$ cat config.mk
export PLATFORM = sky130hd
export DESIGN_NAME = cmd_block_rx
export DESIGN_NICKNAME = d
export VERILOG_FILES = /design/src/rtl/cbr_pkg.sv /design/src/rtl/cbr_crc_acc.sv /design/src/rtl/cbr_framer.sv /design/src/rtl/cbr_pkt_buf.sv /design/src/rtl/cmd_block_rx.sv
export SDC_FILE = /design/constraint.sdc
export NUM_CORES = 1
export LEC_CHECK = 0
export BUFFER_PORTS_ARGS = -buffer_cell sky130_fd_sc_hd__buf_4
export CAP_MARGIN = 0
export CORE_ASPECT_RATIO = 0.7
export CORE_UTILIZATION = 51
export DETAILED_ROUTE_END_ITERATION = 8
export GPL_ROUTABILITY_DRIVEN = 1
export PLACE_DENSITY = 0.84
export SLEW_MARGIN = 20
export SYNTH_ARGS = -nofsm -noshare
export SYNTH_HDL_FRONTEND = slang
export SYNTH_SLANG_ARGS = --single-unit
$ cat constraint.sdc
create_clock -name clk -period 2.75 [get_ports clk]
set_clock_uncertainty 0.15 [all_clocks]
set_input_delay 0 -clock clk [delete_from_list [all_inputs] [get_ports clk]]
set_output_delay 0 -clock clk [all_outputs]
set_load 0.01 [all_outputs]
$ cat src/rtl/cbr_pkg.sv
package cbr_pkg;

  localparam logic [15:0] CRC_POLY = 16'h8005;

  typedef enum logic [1:0] {
    ST_COUNT,
    ST_BODY,
    ST_CK_LO,
    ST_CK_HI
  } rx_state_e;

  // One byte into the CRC register, least significant data bit first.
  function automatic logic [15:0] crc16_byte(input logic [15:0] crc_in,
                                             input logic [7:0]  data);
    logic [15:0] r;
    r = crc_in;
    for (int i = 0; i < 8; i++) begin
      if (data[i] ^ r[15]) r = {r[14:0], 1'b0} ^ CRC_POLY;
      else                 r = {r[14:0], 1'b0};
    end
    return r;
  endfunction

endpackage

$ cat src/rtl/cbr_crc_acc.sv
module cbr_crc_acc (
  input  logic        clk,
  input  logic        rst_n,
  input  logic        clear_i,
  input  logic        en_i,
  input  logic [7:0]  byte_i,
  output logic [15:0] crc_o
);
  import cbr_pkg::*;

  logic [15:0] crc_q;

  always_ff @(posedge clk or negedge rst_n) begin
    if (!rst_n)                crc_q <= '0;
    else if (clear_i && en_i)  crc_q <= crc16_byte(16'h0000, byte_i);
    else if (clear_i)          crc_q <= '0;
    else if (en_i)             crc_q <= crc16_byte(crc_q, byte_i);
  end

  assign crc_o = crc_q;


  clear_zero_chk: assert property (@(posedge clk) disable iff (!rst_n)
    (clear_i && !en_i) |=> (crc_o == 16'h0000));


  idle_hold_chk: assert property (@(posedge clk) disable iff (!rst_n)
    (!clear_i && !en_i) |=> $stable(crc_o));

endmodule

$ cat src/rtl/cbr_framer.sv
module cbr_framer #(
  parameter int MAX_BLK = 39,
  parameter int MIN_BLK = 4,
  localparam int LEN_W  = $clog2(MAX_BLK + 1)
) (
  input  logic             clk,
  input  logic             rst_n,
  input  logic             abort_i,
  input  logic             valid_i,
  input  logic [7:0]       byte_i,
  input  logic [15:0]      crc_i,
  output logic             crc_clr_o,
  output logic             crc_en_o,
  output logic             buf_clr_o,
  output logic             wr_en_o,
  output logic [LEN_W-1:0] wr_idx_o,
  output logic             pkt_valid_o,
  output logic [LEN_W-1:0] pkt_len_o,
  output logic             comm_err_o,
  output logic [7:0]       code_o
);
  import cbr_pkg::*;

  localparam int OVERHEAD = 3;

  rx_state_e        state_q;
  logic [LEN_W-1:0] plen_q, pos_q;
  logic [7:0]       ck_lo_q;

  // Named internal events
  logic take, cnt_take, count_ok, body_take, last_body, ck_match;

  assign take      = valid_i && !abort_i;
  assign cnt_take  = take && (state_q == ST_COUNT);
  assign body_take = take && (state_q == ST_BODY);
  assign count_ok  = (byte_i >= 8'(MIN_BLK)) && (byte_i <= 8'(MAX_BLK));
  assign last_body = (pos_q == plen_q - LEN_W'(1));
  assign ck_match  = ({byte_i, ck_lo_q} == crc_i);

  assign crc_clr_o = abort_i || cnt_take;
  assign crc_en_o  = cnt_take || body_take;
  assign buf_clr_o = abort_i || (cnt_take && count_ok);
  assign wr_en_o   = body_take;
  assign wr_idx_o  = pos_q;

  always_ff @(posedge clk or negedge rst_n) begin
    if (!rst_n) begin
      state_q     <= ST_COUNT;
      plen_q      <= '0;
      pos_q       <= '0;
      ck_lo_q     <= '0;
      pkt_valid_o <= 1'b0;
      pkt_len_o   <= '0;
      comm_err_o  <= 1'b0;
      code_o      <= 8'h00;
    end else if (abort_i) begin
      state_q     <= ST_COUNT;
      pos_q       <= '0;
      ck_lo_q     <= '0;
      pkt_valid_o <= 1'b0;
      comm_err_o  <= 1'b0;
    end else begin
      pkt_valid_o <= 1'b0;
      comm_err_o  <= 1'b0;
      if (take) begin
        unique case (state_q)
          ST_COUNT: begin
            if (count_ok) begin
              plen_q  <= LEN_W'(byte_i) - LEN_W'(OVERHEAD);
              pos_q   <= '0;
              state_q <= ST_BODY;
            end else begin
              comm_err_o <= 1'b1;
              code_o     <= 8'hFF;
            end
          end
          ST_BODY: begin
            pos_q <= pos_q + LEN_W'(1);
            if (last_body) state_q <= ST_CK_LO;
          end
          ST_CK_LO: begin
            ck_lo_q <= byte_i;
            state_q <= ST_CK_HI;
          end
          ST_CK_HI: begin
            state_q <= ST_COUNT;
            if (ck_match) begin
              pkt_valid_o <= 1'b1;
              pkt_len_o   <= plen_q;
              code_o      <= 8'h00;
            end else begin
              comm_err_o <= 1'b1;
              code_o     <= 8'hFF;
            end
          end
          default: state_q <= ST_COUNT;
        endcase
      end
    end
  end


  pulse_excl_chk: assert property (@(posedge clk) disable iff (!rst_n)
    !(pkt_valid_o && comm_err_o));


  abort_quiet_chk: assert property (@(posedge clk) disable iff (!rst_n)
    abort_i |=> (!pkt_valid_o && !comm_err_o));


  bad_count_chk: assert property (@(posedge clk) disable iff (!rst_n)
    (cnt_take && !count_ok) |=> (comm_err_o && state_q == ST_COUNT));


  code_ok_chk: assert property (@(posedge clk) disable iff (!rst_n)
    pkt_valid_o |-> (code_o == 8'h00));


  code_err_chk: assert property (@(posedge clk) disable iff (!rst_n)
    comm_err_o |-> (code_o == 8'hFF));


  len_range_chk: assert property (@(posedge clk) disable iff (!rst_n)
    pkt_valid_o |-> (pkt_len_o >= LEN_W'(MIN_BLK - OVERHEAD) &&
                     pkt_len_o <= LEN_W'(MAX_BLK - OVERHEAD)));


  pulse_one_chk: assert property (@(posedge clk) disable iff (!rst_n)
    (pkt_valid_o || comm_err_o) |=> (state_q == ST_COUNT || state_q == ST_BODY));

endmodule

$ cat src/rtl/cbr_pkt_buf.sv
module cbr_pkt_buf #(
  parameter int MAX_PKT = 36,
  parameter int IDX_W   = 6
) (
  input  logic               clk,
  input  logic               rst_n,
  input  logic               clr_i,
  input  logic               wr_en_i,
  input  logic [IDX_W-1:0]   wr_idx_i,
  input  logic [7:0]         wr_byte_i,
  output logic [MAX_PKT*8-1:0] data_o
);

  for (genvar k = 0; k < MAX_PKT; k++) begin : g_byte
    logic [7:0] slot_q;
    always_ff @(posedge clk or negedge rst_n) begin
      if (!rst_n)                                  slot_q <= '0;
      else if (clr_i)                              slot_q <= '0;
      else if (wr_en_i && wr_idx_i == IDX_W'(k))   slot_q <= wr_byte_i;
    end
    assign data_o[8*k +: 8] = slot_q;
  end

endmodule

$ cat src/rtl/cmd_block_rx.sv
module cmd_block_rx #(
  parameter int  MAX_BLK = 39,
  parameter int  MIN_BLK = 4,
  localparam int MAX_PKT = MAX_BLK - 3,
  localparam int LEN_W   = $clog2(MAX_BLK + 1)
) (
  input  logic                 clk,
  input  logic                 rst_n,
  input  logic                 abort_i,
  input  logic                 rx_valid_i,
  input  logic [7:0]           rx_byte_i,
  output logic                 pkt_valid_o,
  output logic [LEN_W-1:0]     pkt_len_o,
  output logic [MAX_PKT*8-1:0] pkt_data_o,
  output logic                 comm_err_o,
  output logic [7:0]           result_code_o,
  input  logic                 tx_clear_i,
  input  logic                 tx_valid_i,
  input  logic [7:0]           tx_byte_i,
  output logic [15:0]          tx_crc_o
);

  logic [15:0]      rx_crc;
  logic             crc_clr, crc_en, buf_clr, wr_en;
  logic [LEN_W-1:0] wr_idx;

  cbr_framer #(.MAX_BLK(MAX_BLK), .MIN_BLK(MIN_BLK)) u_framer (
    .clk         (clk),
    .rst_n       (rst_n),
    .abort_i     (abort_i),
    .valid_i     (rx_valid_i),
    .byte_i      (rx_byte_i),
    .crc_i       (rx_crc),
    .crc_clr_o   (crc_clr),
    .crc_en_o    (crc_en),
    .buf_clr_o   (buf_clr),
    .wr_en_o     (wr_en),
    .wr_idx_o    (wr_idx),
    .pkt_valid_o (pkt_valid_o),
    .pkt_len_o   (pkt_len_o),
    .comm_err_o  (comm_err_o),
    .code_o      (result_code_o)
  );

  cbr_crc_acc u_rx_crc (
    .clk     (clk),
    .rst_n   (rst_n),
    .clear_i (crc_clr),
    .en_i    (crc_en),
    .byte_i  (rx_byte_i),
    .crc_o   (rx_crc)
  );

  cbr_pkt_buf #(.MAX_PKT(MAX_PKT), .IDX_W(LEN_W)) u_buf (
    .clk       (clk),
    .rst_n     (rst_n),
    .clr_i     (buf_clr),
    .wr_en_i   (wr_en),
    .wr_idx_i  (wr_idx),
    .wr_byte_i (rx_byte_i),
    .data_o    (pkt_data_o)
  );

  cbr_crc_acc u_tx_crc (
    .clk     (clk),
    .rst_n   (rst_n),
    .clear_i (tx_clear_i),
    .en_i    (tx_valid_i),
    .byte_i  (tx_byte_i),
    .crc_o   (tx_crc_o)
  );


  data_stable_chk: assert property (@(posedge clk) disable iff (!rst_n)
    (!rx_valid_i && !abort_i) |=> $stable(pkt_data_o));

endmodule

==> results_dict.tcl, run 1 <==
set metrics [dict create \
    outcome "finished clean" \
    yosysSeqAreaShare 0.551 \
    place_inst 2260 \
    finalPower_mw 12.5 \
    relSlewSlack 0.547 \
    hold_viol 0 \
    synth.largest_area_cell "dfrtp_1" \
    die_area_um2 32000 \
    p_sw_mw 3.40 \
    rows 53 \
    ioPinCount 342 \
    synthArstFlopShare 1.00 \
    crit_chain "dlygate4sd3_1 > buf_4 > buf_4 > buf_4 > xor2_1 > nor4_1 > nand4_1 > nor4_4 > mux2_2" \
    antenna_found_initial 0 \
    finalNonFillerCells 2354 \
    final.setup.tns_ps 0 \
    startpoint_type "primary input" \
    post-cts-setup-buffers 0 \
    wl_per_cell_um 21.5 \
    synthTopCellsByArea "dfrtp_1 (55%), mux2_2 (7.1%), a21oi_1 (7.0%), nand2_1 (6.8%), nand3_1 (4.7%)" \
    drive_gt1_frac 0.307 \
    initial_core_util 0.525 \
    fmax_ghz 0.386 \
    rsz0062_at_grt "no" \
    synthFlopType "dfrtp_1" \
    ys_seq_elements 351 \
    clk_latency_ps 530 \
    core_um2 30400 \
    cts_sinks 351 \
    synth_area_um2 15900 \
    finalSetupViolCount 0 \
    fin_crit_ps 2590 \
    gr-total-overflow 0 \
    routed_wl_um 50700 \
    finalCritPeriodShare 0.941 \
    p_sw_frac 0.272 \
    vias 13600 \
    root_buffer "clkbuf_16" \
    power_density_nw_per_um2 608 \
    grt_pass1_vias 13500 \
    drc 0 \
    ys_warn_count 0 \
    worstPathArrival_ps 2840 \
    cp_num_buf_inv 4 \
    timing.hold.ws_ps 204 \
    avgSynthCellArea_um2 10.2 \
    utilization 0.677 \
    clock_path_buffers 3 \
    htreeDepth 2 \
    synth_cell_types 57 \
    drv_slew 0 \
    layout.nets 1959 \
    grt_pass1_wl_um 77300 \
    drt.antenna.violating_nets 0 \
    dr.pass1.iters 5 \
    hold_class "primary input to flip-flop" \
    cp_max_fo 16 \
    syn_inst 1561 \
    synth_edf_count 0 \
    cts_buffers 35 \
    grt_max_degree 99 \
    comb_power_share 0.161 \
    gp_congestion 0.954 \
    crit_family "buffers and inverters" \
    worstMarginPinSlew_ps 680 \
    cts_tree "done" \
    critPathMaxStageDelay_ps 550 \
    clkPwrFrac 0.384 \
    p_leak_nw 9.60 \
    die_w_um 213 \
    yosys.area.top_type_share 0.551 \
    portBuffers 341 \
    synth_most_common_cell "dfrtp_1" \
    critPathSlowestCell "dlygate4sd3_1" \
    synth_commonest_cells "dfrtp_1 (351), nand2_1 (290), a21oi_1 (223)" \
    first_iter_violations 1248 \
    timing_worst_setup_path_type "primary input to flip-flop" \
    cp-end-kind "flip-flop" \
    syn2layout_area_growth_pct 28.9 \
    syn-num-nets 1605 \
    peakVddDrop_mv 0.513 \
    path_clk_slew_ps 60 \
    detail_route.vias_per_cell 5.76 \
    critPathMostFrequentCell "buf_4" \
    grtUsageTotal 0.317 \
    die_y_um 150 \
    worstPathRequired_ps 3000 \
    power.internal_mw 9.10 \
    seqPwrFrac 0.456 \
    dpl.hpwl_um 34100 \
    max_cap_viol_count 0 \
    antennaDiodeCount 0 \
]
==> worst min-delay path, cell delays in order <==
cell and delay [ps]:
dlygate4sd3_1 520, buf_4 250, nor2_1 80
==> final cells by class <==
cell class              count  area, um^2
clock buffers              51        1040
clock inverters            13         113
fillers                  2253        9810
inverters                  23        86.3
multi-input cells        1060        6530
flip-flops and latches    351        8780
well taps                 412         515
repair buffers            444        3490
==> power by group through the flow <==
stage	clock network (mW)	registers, mW	logic [mW]
after floorplan	0	5.79	1.06
after global placement	0	5.77	1.86
after detailed placement	0	5.78	1.92
after CTS	4.86	5.68	1.98
after global routing	5.05	5.72	2.15
final	4.80	5.70	2.01
==> final timing paths <==
| check | slack (ps) | depth (start not counted) | endpoint | from |
|---|---|---|---|---|
| max reg2reg | 230 | 8 | u_buf.g_byte[20].slot_q[1] | u_framer.state_q[1] |
| max | 160 | 9 | u_framer.pkt_len_o[0] | rx_byte_i[3] |
| min in group asynchronous | 450 | 3 | u_buf.g_byte[9].slot_q[1] | rst_n |
| min | 200 | 3 | u_tx_crc.crc_o[14] | tx_clear_i |
| max in group asynchronous | 1160 | 4 | u_buf.g_byte[26].slot_q[7] | rst_n |
| min reg2reg | 340 | 1 | u_buf.g_byte[32].slot_q[0] | u_buf.g_byte[32].slot_q[0] |
==> per-layer routing <==
metal	global-route usage	part of all wire
met1	0.440	0.41
met2	0.471	0.46
met3	0.0884	0.095
met4	0.123	0.032
met5	0	0
==> flip-flops by register name, summed over array words and instances (netlist names) <==
register              cells
u_buf.g_byte.slot_q     288
u_framer.wr_idx_o         6
u_framer.pkt_len_o        6
u_framer.state_q          2
u_tx_crc.crc_o           16
u_framer.ck_lo_q          8
u_framer.plen_q           6
u_framer.code_o           1
u_framer.comm_err_o       1
u_framer.pkt_valid_o      1
u_rx_crc.crc_o           16
==> per-stage QoR <==
| step | area [um^2] | setup slack, ps |
|---|---|---|
| CTS | 20500 | 156 |
| finish | 20600 | 162 |
| global placement | 19100 | 297 |
| detailed placement | 19100 | 175 |
| floorplan | 15900 | 415 |
| global route | 20600 | 10.3 |
==> what timing repair did <==
| action | in CTS | in global routing |
|---|---|---|
| gates resized for setup | 0 | 3 |
| hold endpoints to repair | 492 | 0 |
| hold buffers | 30 | 0 |
| endpoints found under the setup margin | 0 | 21 |
==> logic make-up (layout without fill, tap and decap cells) <==
kind of cell	after synthesis	count (layout)	share of synthesized area
XOR/XNOR	84	84	0.0515
flip-flops	351	351	0.551
buffers and inverters	150	531	0.0416
adder cells (fa/ha/maj)	22	22	0.0173
multiplexers	124	124	0.0863
AND/OR/NAND/NOR	539	539	0.150
AO/OA/AOI/OAI	291	291	0.103
==> layout by cell type, fill, tap and decap left out, types with 4 or more instances in the layout <==
cell,count
nor2_1,45
buf_12,6
a31oi_4,5
buf_4,408
and2_1,6
o21ai_0,20
clkbuf_1,7
mux2_1,8
nand3_1,151
xnor2_1,44
nor4_1,6
ha_2,4
nand2_1,290
ha_1,18
o21ai_1,7
mux2_2,100
clkbuf_16,36
o22ai_1,5
xnor3_1,4
clkbuf_8,8
or3_1,4
clkinv_2,7
nor3_1,7
xor2_1,33
mux2i_1,16
dlygate4sd3_1,29
a21oi_1,223
nand4_1,5
dfrtp_1,351
inv_1,21
and3_1,9
a22oi_1,7
(Power assumes the default switching activity.)
==> inputs of run 2 (changes only) <==
--- a/config.mk
+++ b/config.mk
@@ -6,12 +6,13 @@
 export NUM_CORES = 1
 export LEC_CHECK = 0
 export BUFFER_PORTS_ARGS = -buffer_cell sky130_fd_sc_hd__buf_4
-export CAP_MARGIN = 0
+export CELL_PAD_IN_SITES_DETAIL_PLACEMENT = 0
+export CELL_PAD_IN_SITES_GLOBAL_PLACEMENT = 1
 export CORE_ASPECT_RATIO = 0.7
-export CORE_UTILIZATION = 51
+export CORE_UTILIZATION = 42
 export DETAILED_ROUTE_END_ITERATION = 8
 export GPL_ROUTABILITY_DRIVEN = 1
-export PLACE_DENSITY = 0.84
+export PLACE_DENSITY = 0.86
 export SLEW_MARGIN = 20
 export SYNTH_ARGS = -nofsm -noshare
 export SYNTH_HDL_FRONTEND = slang
==> results_dict.tcl, run 2 (synthesis gave the netlist of run 1 again) <==
set metrics [dict create \
    outcome "finished clean" \
    max_cap_viol_count 0 \
    hold_viol 0 \
    relSlewSlack 0.456 \
    utilization 0.557 \
    clkPwrFrac 0.403 \
    mostFrequentLayoutCells "buf_4 (398), dfrtp_1 (351), nand2_1 (290)" \
    drv_slew 0 \
    cts_tree "done" \
    layout.nets 1958 \
    detail_route.vias_per_cell 5.42 \
    final.setup.tns_ps 0 \
    grt_pass1_wl_um 79100 \
    dp_slack_ps 218 \
    timing.final.ws_setup_ps 164 \
    cts_buffers 37 \
    wl_per_cell_um 21.0 \
    dpl.hpwl_um 34100 \
    seqCellArea_um2 8780 \
    final_common_cell "buf_4" \
    portBuffers 341 \
    drt.antenna.violating_nets 0 \
    dr.pass1.iters 8 \
    worstPathRequired_ps 3020 \
    cp_max_fo 15 \
    multi_input_area_um2 6520 \
    design_area_um2 20800 \
    fmax_ghz 0.387 \
    power.internal_mw 9.40 \
    comb_power_share 0.154 \
    antenna_found_initial 0 \
    fin_crit_ps 2590 \
    vias 13200 \
    top_register "u_buf.g_byte.slot_q" \
    p_sw_frac 0.267 \
    finalSetupViolCount 0 \
    antennaDiodeCount 0 \
    power_density_nw_per_um2 617 \
    routed_wl_um 50900 \
    worstPathArrival_ps 2860 \
    path_clk_slew_ps 60 \
    grt_pass1_vias 13100 \
    grtUsageTotal 0.262 \
    ioPinCount 342 \
    cp-end-kind "flip-flop" \
    hold_depth 3 \
    core_um2 37300 \
    clk_latency_ps 540 \
    num-fill-cells 3209 \
    r2r_cells 10 \
    worstMarginPinSlew_ps 816 \
    startpoint_type "primary input" \
    die_w_um 235 \
    syn2layout_area_growth_pct 30.2 \
    cts_resized 0 \
    first_iter_violations 1075 \
    clock_path_buffers 3 \
    hold_class "primary input to flip-flop" \
    drive_gt1_frac 0.304 \
    peakVddDrop_mv 0.353 \
    gp_congestion 0.890 \
    gr-total-overflow 0 \
    seqPwrFrac 0.443 \
    cts_sinks 351 \
    finalPower_mw 12.8 \
    p_sw_mw 3.42 \
    die_y_um 165 \
    p_leak_nw 9.64 \
    timing_worst_setup_path_type "primary input to flip-flop" \
    regToRegSetupSlack_ps 180 \
    drc 0 \
    htreeDepth 2 \
    dpl_cell_area_um2 19200 \
    largest_reg_flops 288 \
    die_area_um2 38800 \
    rows 59 \
    initial_core_util 0.428 \
    finalCritPeriodShare 0.940 \
    rsz0062_at_grt "no" \
    root_buffer "clkbuf_16" \
    grt_max_degree 114 \
]
[run 2: changes by cell type in the layout (fill, tap and decap cells not counted), sizes merged]
cell,before,now
bufinv,1,4
clkinv,10,7
inv,22,25
buf,415,410
dlygate4sd3,29,31
clkinvlp,3,1
[run 2: metrics by stage]
step / cells / hold slack (ps)
2_1_floorplan: 1561 / -446
6_report: 2428 / 147
3_5_place_dp: 2332 / -30.2
4_1_cts: 2428 / 121
3_3_place_gp: 2332 / -36.1
5_1_grt: 2428 / 149
[run 2: final cells by class]
type                            count  share of cell area
Timing Repair Buffer              441               0.170
Sequential cell                   351               0.423
Multi-Input combinational cell   1060               0.314
Clock buffer                       51              0.0500
Clock inverter                     14             0.00916
Tap cell                          488              0.0294
Inverter                           23             0.00416
[run 2: final timing paths]
path / endpoint / from
max in group asynchronous: u_buf.g_byte[16].slot_q[1] / rst_n
min: u_framer.plen_q[0] / rx_byte_i[0]
min reg2reg: u_buf.g_byte[32].slot_q[0] / u_buf.g_byte[32].slot_q[0]
max reg2reg: u_buf.g_byte[5].slot_q[6] / u_framer.state_q[1]
min in group asynchronous: u_buf.g_byte[17].slot_q[0] / rst_n
max: u_buf.g_byte[33].slot_q[5] / rx_byte_i[2]
[run 2: power by group through the flow]
stage          registers [mW]  logic, mW  clock network, mW
2_1_floorplan            5.79       1.06                  0
3_3_place_gp             5.76       1.87                  0
3_5_place_dp             5.77       1.91                  0
4_1_cts                  5.67       1.97               5.27
5_1_grt                  5.70       2.14               5.49
6_report                 5.68       1.97               5.17
[run 2: what timing repair did]
item,in CTS,in global routing
buffers inserted,0,0
setup endpoints to repair,0,1
hold endpoints to repair,539,0
hold buffers,31,0
[run 2: layer usage]
| layer | track usage | part of all wire |
|---|---|---|
| met5 | 0 | 0 |
| met2 | 0.394 | 0.45 |
| met4 | 0.0816 | 0.027 |
| met3 | 0.0593 | 0.069 |
| met1 | 0.377 | 0.45 |
[run 2: critical path, cell delays in order]
cell	delay, ps
dlygate4sd3_1	540
buf_4	220
inv_1	160
ha_1	200
a21bo_2	220
a21boi_1	280
nor3_2	120
or2_4	360
a31oi_4	340
mux2_2	390
==> inputs of run 3 (changes only) <==
==> constraint.sdc (replaced) <==
create_clock -name clk -period 2.51 [get_ports clk]
set_clock_uncertainty 0.15 [all_clocks]
set_input_delay 0 -clock clk [delete_from_list [all_inputs] [get_ports clk]]
set_output_delay 0 -clock clk [all_outputs]
set_load 0.01 [all_outputs]
==> results_dict.tcl, run 3 (synthesis gave the netlist of run 1 again) <==
set metrics [dict create \
    ioPinCount 342 \
    gr-total-overflow 0 \
    initial_core_util 0.428 \
    relSlewSlack 0.446 \
    fmax_ghz 0.398 \
    portBuffers 341 \
    cts_buffers 37 \
    die_w_um 235 \
    cp_max_fo 29 \
    finalSetupViolCount 1 \
    mostFrequentLayoutCells "buf_4 (411), dfrtp_1 (351), nand2_1 (282)" \
    final_common_cell "buf_4" \
    grt_pass1_vias 13200 \
    clkPwrFrac 0.402 \
    seqCellArea_um2 8780 \
    max_cap_viol_count 0 \
    cp-end-kind "flip-flop" \
    violations "hold timing, setup timing" \
    power.internal_mw 10.4 \
    peakVddDrop_mv 0.485 \
    routed_wl_um 51200 \
    hold_viol 3 \
    hold_class "primary input to asynchronous set/reset pin" \
    antenna_found_initial 0 \
    p_leak_nw 9.75 \
    cts_tree "done" \
    worstMarginPinSlew_ps 832 \
    drt.antenna.violating_nets 0 \
    p_sw_frac 0.266 \
    power_density_nw_per_um2 675 \
    die_y_um 165 \
    drive_gt1_frac 0.320 \
    multi_input_area_um2 6580 \
    antennaDiodeCount 0 \
    comb_power_share 0.158 \
    rsz0062_at_grt "yes" \
    syn2layout_area_growth_pct 31.5 \
    place_inst 2347 \
    finalPower_mw 14.2 \
    outcome "complete, but fails checks" \
    gp_congestion 0.921 \
    grtUsageTotal 0.260 \
    layout.nets 1971 \
    p_sw_mw 3.77 \
    fin_crit_ps 2510 \
    seqPwrFrac 0.439 \
    clock_path_buffers 3 \
    rows 59 \
    drv_slew 0 \
    worstPathRequired_ps 2770 \
    worstPathArrival_ps 2780 \
    root_buffer "clkbuf_16" \
    wl_per_cell_um 21.0 \
    timing.hold.ws_ps -10.2 \
    startpoint_type "primary input" \
    largest_reg_flops 288 \
    drc 0 \
    die_area_um2 38800 \
    dpl.hpwl_um 35200 \
    timing.final.ws_setup_ps -2.96 \
    path_clk_slew_ps 60 \
    top_register "u_buf.g_byte.slot_q" \
    vias 13400 \
    cts_sinks 351 \
    grt_pass1_wl_um 78200 \
    detail_route.vias_per_cell 5.49 \
    htreeDepth 2 \
    finalCritPeriodShare 1.00 \
    num-fill-cells 3215 \
    dr.pass1.iters 5 \
    finalNonFillerCells 2441 \
    clk_latency_ps 530 \
    core_um2 37300 \
    grt_max_degree 109 \
    first_iter_violations 1314 \
    timing_worst_setup_path_type "primary input to flip-flop" \
]
## run 3: cell count changes in the layout (fill, tap and decap cells not counted), sizes merged, moves of 2 or more
cell         previous run  this run
clkinv                  7        12
dlygate4sd3            31        28
clkbuf                 51        46
inv                    25        23
buf                   410       426
## run 3: stage by stage
| step | hold slack, ps | setup TNS, ps | util | instance area, um^2 | worst slack [ps] |
|---|---|---|---|---|---|
| 2_1_floorplan | -446 | 0 | - | 15900 | 175 |
| 3_5_place_dp | -27.3 | 0 | 0.520 | 19400 | 48.1 |
| 3_3_place_gp | -32.8 | 0 | 0.520 | 19400 | 119 |
| 6_report | -10.2 | -2.96 | 0.563 | 21000 | -2.96 |
| 5_1_grt | 51.3 | -2250 | 0.563 | 21000 | -108 |
| 4_1_cts | 10.2 | 0 | 0.561 | 20900 | 22.3 |
## run 3: power groups by stage
stage / Combinational, mW / Clock, mW / Sequential, mW
after CTS: 2.19 / 5.81 / 6.22
final: 2.24 / 5.70 / 6.22
after global placement: 2.08 / 0 / 6.31
after detailed placement: 2.13 / 0 / 6.32
after floorplan: 1.17 / 0 / 6.34
after global routing: 2.43 / 6.02 / 6.25
## run 3: layer usage
layer | vias up | wire, um | global-route usage
li1 | 6047 | - | -
met1 | 6757 | 22500 | 0.369
met2 | 484 | 23200 | 0.388
met3 | 105 | 3900 | 0.0622
met4 | 0 | 1650 | 0.0912
met5 | - | 0 | 0
## run 3: area by class of cell
cell class | instances | share of cell area
multi-input cells | 1060 | 0.314
clock inverters | 19 | 0.0111
clock buffers | 46 | 0.0481
flip-flops and latches | 351 | 0.419
well taps | 488 | 0.0291
repair buffers | 454 | 0.175
inverters | 23 | 0.00412
## run 3: final timing paths
path                                             from                         end  slack, ps  depth (start not counted)
min reg2reg                u_buf.g_byte[32].slot_q[4]  u_buf.g_byte[32].slot_q[4]        350                          1
max reg2reg                       u_framer.state_q[0]        u_framer.wr_idx_o[1]         70                          8
min                                             rst_n  u_buf.g_byte[16].slot_q[1]        -10                          2
max in group asynchronous                       rst_n           u_tx_crc.crc_o[8]       1410                          3
min in group clk                           tx_clear_i          u_tx_crc.crc_o[12]        230                          3
max                                      rx_byte_i[3]  u_buf.g_byte[34].slot_q[5]         -3                          9
## run 3: repair_timing
action	in CTS	in global routing
hold endpoints to repair	507	0
endpoints found under the setup margin	0	202
hold buffers	28	0
buffers inserted	0	1
gates resized for setup	0	16
## run 3: worst max-delay path, cell delays in order
cell and delay, ps:
dlygate4sd3_1 530, buf_4 120, buf_4 420, a21oi_1 160, o21ai_1 290, nor3_2 130, or2_4 370, a31oi_4 360
mux2_2 380
